### config.mk
export PLATFORM = sky130hd
export DESIGN_NAME = dmem_router
export DESIGN_NICKNAME = d
export VERILOG_FILES = /design/src/rtl/dmem_pkg.sv /design/src/rtl/dmem_region_dec.sv /design/src/rtl/dmem_ext_seq.sv /design/src/rtl/dmem_router.sv
export SDC_FILE = /design/constraint.sdc
export NUM_CORES = 1
export LEC_CHECK = 0
export BUFFER_PORTS_ARGS = -buffer_cell sky130_fd_sc_hd__buf_2
export CORE_MARGIN = 2
export CORE_UTILIZATION = 38
export DETAILED_ROUTE_END_ITERATION = 10
export PLACE_DENSITY_LB_ADDON = 0.12
export SYNTH_ARGS = -nofsm -noshare
export SYNTH_HDL_FRONTEND = slang
export SYNTH_SLANG_ARGS = --single-unit
### constraint.sdc
create_clock -name clk_i -period 3.7 [get_ports clk_i]
set_input_delay 0.74 -clock clk_i [delete_from_list [all_inputs] [get_ports clk_i]]
set_output_delay 0.74 -clock clk_i [all_outputs]
set_load 0.02 [all_outputs]
### src/rtl/dmem_pkg.sv
package dmem_pkg;
  localparam int unsigned ADDR_W = 16;
  localparam int unsigned DATA_W = 8;
  localparam int unsigned WS_W   = 2;

  typedef enum logic [2:0] {
    RG_RF  = 3'd0,
    RG_IO  = 3'd1,
    RG_XIO = 3'd2,
    RG_RAM = 3'd3,
    RG_EXT = 3'd4
  } region_e;

  localparam int unsigned N_INT = 4;
endpackage

### src/rtl/dmem_region_dec.sv
module dmem_region_dec
  import dmem_pkg::*;
#(
  parameter int unsigned AW       = ADDR_W,
  parameter int unsigned RF_N     = 32,
  parameter int unsigned IO_N     = 64,
  parameter int unsigned XIO_N    = 160,
  parameter int unsigned RAM_N    = 4096,
  parameter int unsigned RAM_N_C  = 4000
) (
  input  logic [AW-1:0] addr_i,
  input  logic          compat_i,
  output region_e       region_o,
  output logic [AW-1:0] offset_o
);
  localparam int unsigned IO_BASE    = RF_N;
  localparam int unsigned XIO_BASE   = RF_N + IO_N;
  localparam int unsigned RAM_BASE   = XIO_BASE + XIO_N;
  localparam int unsigned RAM_BASE_C = XIO_BASE;
  localparam int unsigned TOP        = RAM_BASE + RAM_N;
  localparam int unsigned TOP_C      = RAM_BASE_C + RAM_N_C;

  logic [31:0]   a;
  logic [AW-1:0] base;

  always_comb begin
    a        = 32'(addr_i);
    region_o = RG_EXT;
    base     = '0;
    if (a < IO_BASE) begin
      region_o = RG_RF;
    end else if (a < XIO_BASE) begin
      region_o = RG_IO;
      base     = AW'(IO_BASE);
    end else if (compat_i) begin
      if (a < TOP_C) begin
        region_o = RG_RAM;
        base     = AW'(RAM_BASE_C);
      end
    end else if (a < RAM_BASE) begin
      region_o = RG_XIO;
      base     = AW'(XIO_BASE);
    end else if (a < TOP) begin
      region_o = RG_RAM;
      base     = AW'(RAM_BASE);
    end
    offset_o = addr_i - base;
  end

  always_comb begin
    assert_no_xio_compat_R2: assert (!(compat_i && region_o == RG_XIO));
  end
endmodule

### src/rtl/dmem_ext_seq.sv
module dmem_ext_seq
  import dmem_pkg::*;
#(
  parameter int unsigned AW  = ADDR_W,
  parameter int unsigned DW  = DATA_W,
  parameter int unsigned WSW = WS_W
) (
  input  logic           clk_i,
  input  logic           rst_ni,
  input  logic           start_i,
  input  logic           wr_i,
  input  logic [AW-1:0]  addr_i,
  input  logic [DW-1:0]  wdata_i,
  input  logic [WSW-1:0] ws_i,
  output logic           busy_o,
  output logic           stall_o,
  output logic           last_o,
  output logic [AW-1:0]  ext_addr_o,
  output logic [DW-1:0]  ext_wdata_o,
  output logic           ext_oe_o,
  output logic           ext_rd_no,
  output logic           ext_wr_no
);
  logic           busy_q, wr_q;
  logic [WSW-1:0] cnt_q;
  logic [AW-1:0]  addr_q;
  logic [DW-1:0]  wdata_q;

  always_ff @(posedge clk_i or negedge rst_ni) begin
    if (!rst_ni) begin
      busy_q  <= 1'b0;
      wr_q    <= 1'b0;
      cnt_q   <= '0;
      addr_q  <= '0;
      wdata_q <= '0;
    end else if (!busy_q) begin
      if (start_i) begin
        busy_q  <= 1'b1;
        wr_q    <= wr_i;
        cnt_q   <= ws_i;
        addr_q  <= addr_i;
        wdata_q <= wdata_i;
      end
    end else if (cnt_q == '0) begin
      busy_q <= 1'b0;
    end else begin
      cnt_q <= cnt_q - 1'b1;
    end
  end

  assign busy_o      = busy_q;
  assign stall_o     = busy_q && (cnt_q != '0);
  assign last_o      = busy_q && (cnt_q == '0);
  assign ext_addr_o  = addr_q;
  assign ext_wdata_o = wdata_q;
  assign ext_oe_o    = busy_q && wr_q;
  assign ext_rd_no   = !(busy_q && !wr_q);
  assign ext_wr_no   = !(busy_q && wr_q);

  assert_one_strobe_R5: assert property (@(posedge clk_i) disable iff (!rst_ni)
    ext_rd_no || ext_wr_no);
  assert_addr_stable_R5: assert property (@(posedge clk_i) disable iff (!rst_ni)
    (!(ext_rd_no && ext_wr_no) && !$past(ext_rd_no && ext_wr_no)) |-> $stable(ext_addr_o));
  assert_wdata_stable_R6: assert property (@(posedge clk_i) disable iff (!rst_ni)
    (!ext_wr_no && !$past(ext_wr_no)) |-> $stable(ext_wdata_o));
  assert_stall_then_last_R4: assert property (@(posedge clk_i) disable iff (!rst_ni)
    stall_o |=> (stall_o || last_o));
endmodule

### src/rtl/dmem_router.sv
module dmem_router
  import dmem_pkg::*;
#(
  parameter int unsigned AW      = ADDR_W,
  parameter int unsigned DW      = DATA_W,
  parameter int unsigned WSW     = WS_W,
  parameter int unsigned RF_N    = 32,
  parameter int unsigned IO_N    = 64,
  parameter int unsigned XIO_N   = 160,
  parameter int unsigned RAM_N   = 4096,
  parameter int unsigned RAM_N_C = 4000
) (
  input  logic           clk_i,
  input  logic           rst_ni,
  input  logic           rd_req_i,
  input  logic           wr_req_i,
  input  logic [AW-1:0]  addr_i,
  input  logic [DW-1:0]  wdata_i,
  input  logic           compat_map_i,
  input  logic           ext_en_i,
  input  logic [WSW-1:0] ext_wait_i,
  output logic           stall_o,
  output logic           done_o,
  output logic           err_o,
  output logic [DW-1:0]  rdata_o,
  output logic           sel_rf_o,
  output logic           sel_io_o,
  output logic           sel_xio_o,
  output logic           sel_ram_o,
  output logic [AW-1:0]  int_addr_o,
  output logic           int_we_o,
  output logic [DW-1:0]  int_wdata_o,
  input  logic [DW-1:0]  rf_rdata_i,
  input  logic [DW-1:0]  io_rdata_i,
  input  logic [DW-1:0]  xio_rdata_i,
  input  logic [DW-1:0]  ram_rdata_i,
  output logic [AW-1:0]  ext_addr_o,
  output logic [DW-1:0]  ext_wdata_o,
  output logic           ext_wdata_oe_o,
  output logic           ext_rd_no,
  output logic           ext_wr_no,
  input  logic [DW-1:0]  ext_rdata_i
);
  region_e       region;
  logic [AW-1:0] offset;
  logic          busy, seq_stall, seq_last;
  logic          req, ext_tgt, int_acc, start;
  logic [N_INT-1:0] sel;
  logic [DW-1:0] reg_rd [N_INT];

  dmem_region_dec #(
    .AW(AW), .RF_N(RF_N), .IO_N(IO_N), .XIO_N(XIO_N),
    .RAM_N(RAM_N), .RAM_N_C(RAM_N_C)
  ) i_dec (
    .addr_i  (addr_i),
    .compat_i(compat_map_i),
    .region_o(region),
    .offset_o(offset)
  );

  assign req     = rd_req_i || wr_req_i;
  assign ext_tgt = (region == RG_EXT);
  assign int_acc = !busy && req && !ext_tgt;
  assign start   = !busy && req && ext_tgt && ext_en_i;
  assign err_o   = !busy && req && ext_tgt && !ext_en_i;

  dmem_ext_seq #(.AW(AW), .DW(DW), .WSW(WSW)) i_seq (
    .clk_i      (clk_i),
    .rst_ni     (rst_ni),
    .start_i    (start),
    .wr_i       (wr_req_i),
    .addr_i     (addr_i),
    .wdata_i    (wdata_i),
    .ws_i       (ext_wait_i),
    .busy_o     (busy),
    .stall_o    (seq_stall),
    .last_o     (seq_last),
    .ext_addr_o (ext_addr_o),
    .ext_wdata_o(ext_wdata_o),
    .ext_oe_o   (ext_wdata_oe_o),
    .ext_rd_no  (ext_rd_no),
    .ext_wr_no  (ext_wr_no)
  );

  for (genvar g = 0; g < N_INT; g++) begin : g_sel
    assign sel[g] = int_acc && (region == region_e'(3'(g)));
  end

  assign reg_rd[0] = rf_rdata_i;
  assign reg_rd[1] = io_rdata_i;
  assign reg_rd[2] = xio_rdata_i;
  assign reg_rd[3] = ram_rdata_i;

  assign sel_rf_o    = sel[0];
  assign sel_io_o    = sel[1];
  assign sel_xio_o   = sel[2];
  assign sel_ram_o   = sel[3];
  assign int_addr_o  = offset;
  assign int_we_o    = int_acc && wr_req_i;
  assign int_wdata_o = wdata_i;

  assign stall_o = start || seq_stall;
  assign done_o  = int_acc || err_o || seq_last;

  always_comb begin
    rdata_o = '0;
    if (seq_last)     rdata_o = ext_rdata_i;
    else if (int_acc) rdata_o = reg_rd[region[1:0]];
  end

  assert_sel_onehot_R1: assert property (@(posedge clk_i) disable iff (!rst_ni)
    $onehot0({sel_rf_o, sel_io_o, sel_xio_o, sel_ram_o}));
  assert_no_strobe_internal_R5: assert property (@(posedge clk_i) disable iff (!rst_ni)
    (sel_rf_o || sel_io_o || sel_xio_o || sel_ram_o) |-> (ext_rd_no && ext_wr_no));
  assert_refuse_quiet_R7: assert property (@(posedge clk_i) disable iff (!rst_ni)
    err_o |-> (ext_rd_no && ext_wr_no && rdata_o == '0 && done_o));
  assert_stall_done_excl_R4: assert property (@(posedge clk_i) disable iff (!rst_ni)
    !(stall_o && done_o));
  assert_ignore_busy_R8: assert property (@(posedge clk_i) disable iff (!rst_ni)
    !(ext_rd_no && ext_wr_no) |-> !(sel_rf_o || sel_io_o || sel_xio_o || sel_ram_o || err_o));
endmodule

==> results.md <==
* Status: complete, no violations
* Clock Path Buffers at 2
* Yosys top cell by area: dfrtp_1
* Crit-path leading delay family: simple AND/OR/NAND/NOR gates
* Routability cong. at between 0.7 and 0.8
* Synth Area in Adders at 0.0344
* Routed vias/inst at between 4 and 5
* Clk_lat worst skew at around 270 ps
* Max-cap violation count at 0
* Post-synthesis compound-gate area fraction at 0.0908
* Relative slew margins at 0.525
* TritonCTS clock tree: done
* Largest family of logic cells by synthesized area: multiplexers
* R2r setup slk at 1970 ps
* Clk_skew at approximately 3.1 ps
* Crit path DAT at roughly 2900 ps
* Vias in the first global route at about 1.9k
* Slowest-stage cell, CP: or4_4
* Die area at approximately 6000 µm²
* Max Slew Vio Count at 0
* Worst Setup SP: addr_i[12]
* I/O Buffers at roughly 140
* Ant diodes at 0
* Clk sinks at 28
* Non-Filler Instances at 398
* Placement Setup Slack at -74.2 ps
* Simple-Gate Fraction of Synth Area at 0.136
* Average cell area after synthesis at ~11 µm²
* Layout area overhead at 45.8%
* WP buf/inv at 2
* Core box area at between 5000 and 6000 µm²
* First-pass GRT wire length at around 9000 µm
* Crit. End Element: primary output
* Mapped Area at 2040 µm²
* FMAX at around 270 MHz
* 1st-pass router iterations at 4
* DR iter-0 viols at between 40 and 50
* P per Cell Area at roughly 560 nW/µm²
* Starting density of the core at 0.397
* Post-synthesis mux area share at 0.245
* Crit path cell chain: buf_2 -> or4_4 -> nor3_4 -> ha_2 -> fa_2 -> nand2b_1 -> a21oi_2 -> nand2b_1 -> nor3b_2 -> xor2_2 -> buf_4
* Final Cycle Share at 0.991
* Post-synthesis sequential area ratio at 0.344
* H-tree lvl count at 1
* CP required at between 2000 and 3000 ps
* Worst reg2reg path depth at 5
* P_leak at 1.61 nW
* Die height at 77.3 µm
* Dpl cells at approximately 400
* Die width at 77.3 µm
* Root Driver: clkbuf_8
* Gr ovfl total at 0
* Synth top area share at 0.344
* Antenna violations before repair at 0
* # DRC at 0
* Vias after detailed routing at between 1.5k and 2k
* Slew @ Worst Pin at approximately 710 ps
* Count of boundary I/O pins at about 140
* Antenna Nets Post-Route at 0
* Total GRT Usage at 0.176
* Worst setup SP type: input pin
* Routed WL at about 5300 µm
* CP Max Fanout at 3
* Unique masters post-synth at 38
* Crit path kind: input pin to primary output
* Largest net degree at the start of global routing at 33
* Syn nets at 264
* Clk pin slew, worst setup/hold paths at around 100 ps
* Post-layout net count at around 400
* Fin crit period at roughly 3700 ps
* Final setup vio count at 0
* Register bit total from synthesis at 28
* Critical path's largest stage delay at ~560 ps
* Layout cell share with drive strength beyond 1 at 0.634
* Drt wl/cell at 13.4 µm
* Cells after Synth at 187
* Peak VDD IR at about 0.35 mV
* Yosys synthesis warning count at 0
* Synth Area in XOR/XNOR at 0.0429
* Final Util at 0.579
* Final Hold Viols at 0
* FP Rows at 26
* Most common cell on crit path: nand2b_1
* Final setup margin at between 30 and 40 ps
* Largest cells by area after synthesis: dfrtp_1 34%, mux2_2 13%, mux2i_1 12%
* R2r endpoint: i_seq.ext_wdata_o[5]
* Worst hold path class: input pin to asynchronous set/reset pin
* R2r startpoint: i_seq.busy_o
* RSZ-0062 raised after global routing: true
* CTS buffer count at 3
* Hpwl dp at between 4000 and 5000 µm
[cell usage after synthesis (all sizes together)]
master,count
or4,1
nor3,4
nor2,6
or3,1
nor3b,2
a211oi,1
o31ai,1
and2,3
a22o,8
mux2,23
xor2,6
nor2b,1
o22ai,2
mux2i,24
a21oi,3
o21ai,4
ha,4
fa,1
a21o,1
nand2b,4
and3,1
nor4b,1
buf,22
nand3,1
xnor2,4
nand2,11
nor4,6
inv,10
dfrtp,28
o21bai,1
a31oi,2
[flip-flops by register name, indices dropped and copies added, names as in the netlist]
signal,flops
i_seq.busy_o,1
i_seq.cnt_q,2
i_seq.ext_addr_o,16
i_seq.ext_wdata_o,8
i_seq.wr_q,1
[worst register-to-register path, delay by kind of cell (launching register included)]
kind                   cells  cell delay [ps]
AOI/OAI and AO/OA          1              220
and+or+nand+nor            2              220
buffers and inverters      1              360
muxes                      1              400
DFF                        1              420
[metrics by stage]
stage / hold WS (ps) / total power, W / setup TNS (ps) / cell area (µm²)
after floorplan: 444 / 0.00114 / 0 / 2090
after CTS: 491 / 0.00169 / -2.37 / 2920
after detailed placement: 468 / 0.00144 / -118 / 2810
final: 468 / 0.00168 / 0 / 2970
after global placement: 457 / 0.00143 / -36.6 / 2810
after global routing: 511 / 0.00179 / -588 / 2970
[layout by cell type, fill, tap and decap left out, types with 2 or more instances in the layout]
| cell | n |
|---|---|
| mux2i_1 | 24 |
| nand2b_1 | 4 |
| mux2_2 | 23 |
| buf_4 | 27 |
| inv_1 | 10 |
| nor2_1 | 6 |
| nand2_1 | 10 |
| buf_2 | 130 |
| nor4_1 | 3 |
| and2_1 | 2 |
| nor4_4 | 2 |
| nor3_1 | 2 |
| a22o_1 | 8 |
| xor2_1 | 5 |
| xnor2_1 | 2 |
| o21ai_0 | 3 |
| clkbuf_8 | 3 |
| a21oi_1 | 2 |
| a31oi_1 | 2 |
| xnor2_2 | 2 |
| ha_1 | 2 |
| dfrtp_1 | 28 |
| o22ai_1 | 2 |
[per-layer routing]
metal,routed length [µm],GRT usage
met1,2220,0.223
met4,0,0.0107
met3,309,0.0376
met5,0,0
met2,2790,0.320
[worst max path at each step]
stage,end,cells past startpoint,slack (ps)
2_1_floorplan,int_addr_o[13],11,5
5_1_grt,int_addr_o[15],12,-120
4_1_cts,int_addr_o[15],11,-2
3_3_place_gp,int_addr_o[15],11,-20
6_report,int_addr_o[15],11,30
3_5_place_dp,int_addr_o[15],11,-70
[kinds of logic after synthesis]
kind of cell | Yosys count
XOR/XNOR | 10
AND/OR/NAND/NOR | 42
adder cells (fa/ha/maj) | 5
flip-flops | 28
buffers and inverters | 32
AO/OA/AOI/OAI | 23
multiplexers | 47
[power breakdown]
group	switching, W	internal [W]
Clock	0.0000952	0.000145
Combinational	0.000521	0.000377
Sequential	0.0000754	0.000462
Total	0.000692	0.000983
[repair_timing]
| action | in CTS | in global routing |
|---|---|---|
| buffers inserted | 2 | 2 |
| hold buffers | 0 | 0 |
| pin swaps | 6 | 11 |
| endpoints found under the setup margin | 4 | 6 |
| gates resized for setup | 6 | 11 |
[final cells by class]
class	count	area (µm²)
fillers	487	2170
clock buffers	3	41.3
repair buffers	159	880
clock inverters	1	30.0
inverters	10	37.5
multi-input cells	127	1200
flip-flops and latches	28	701
well taps	70	87.6
Note: power is estimated with default switching activity, not from simulation.
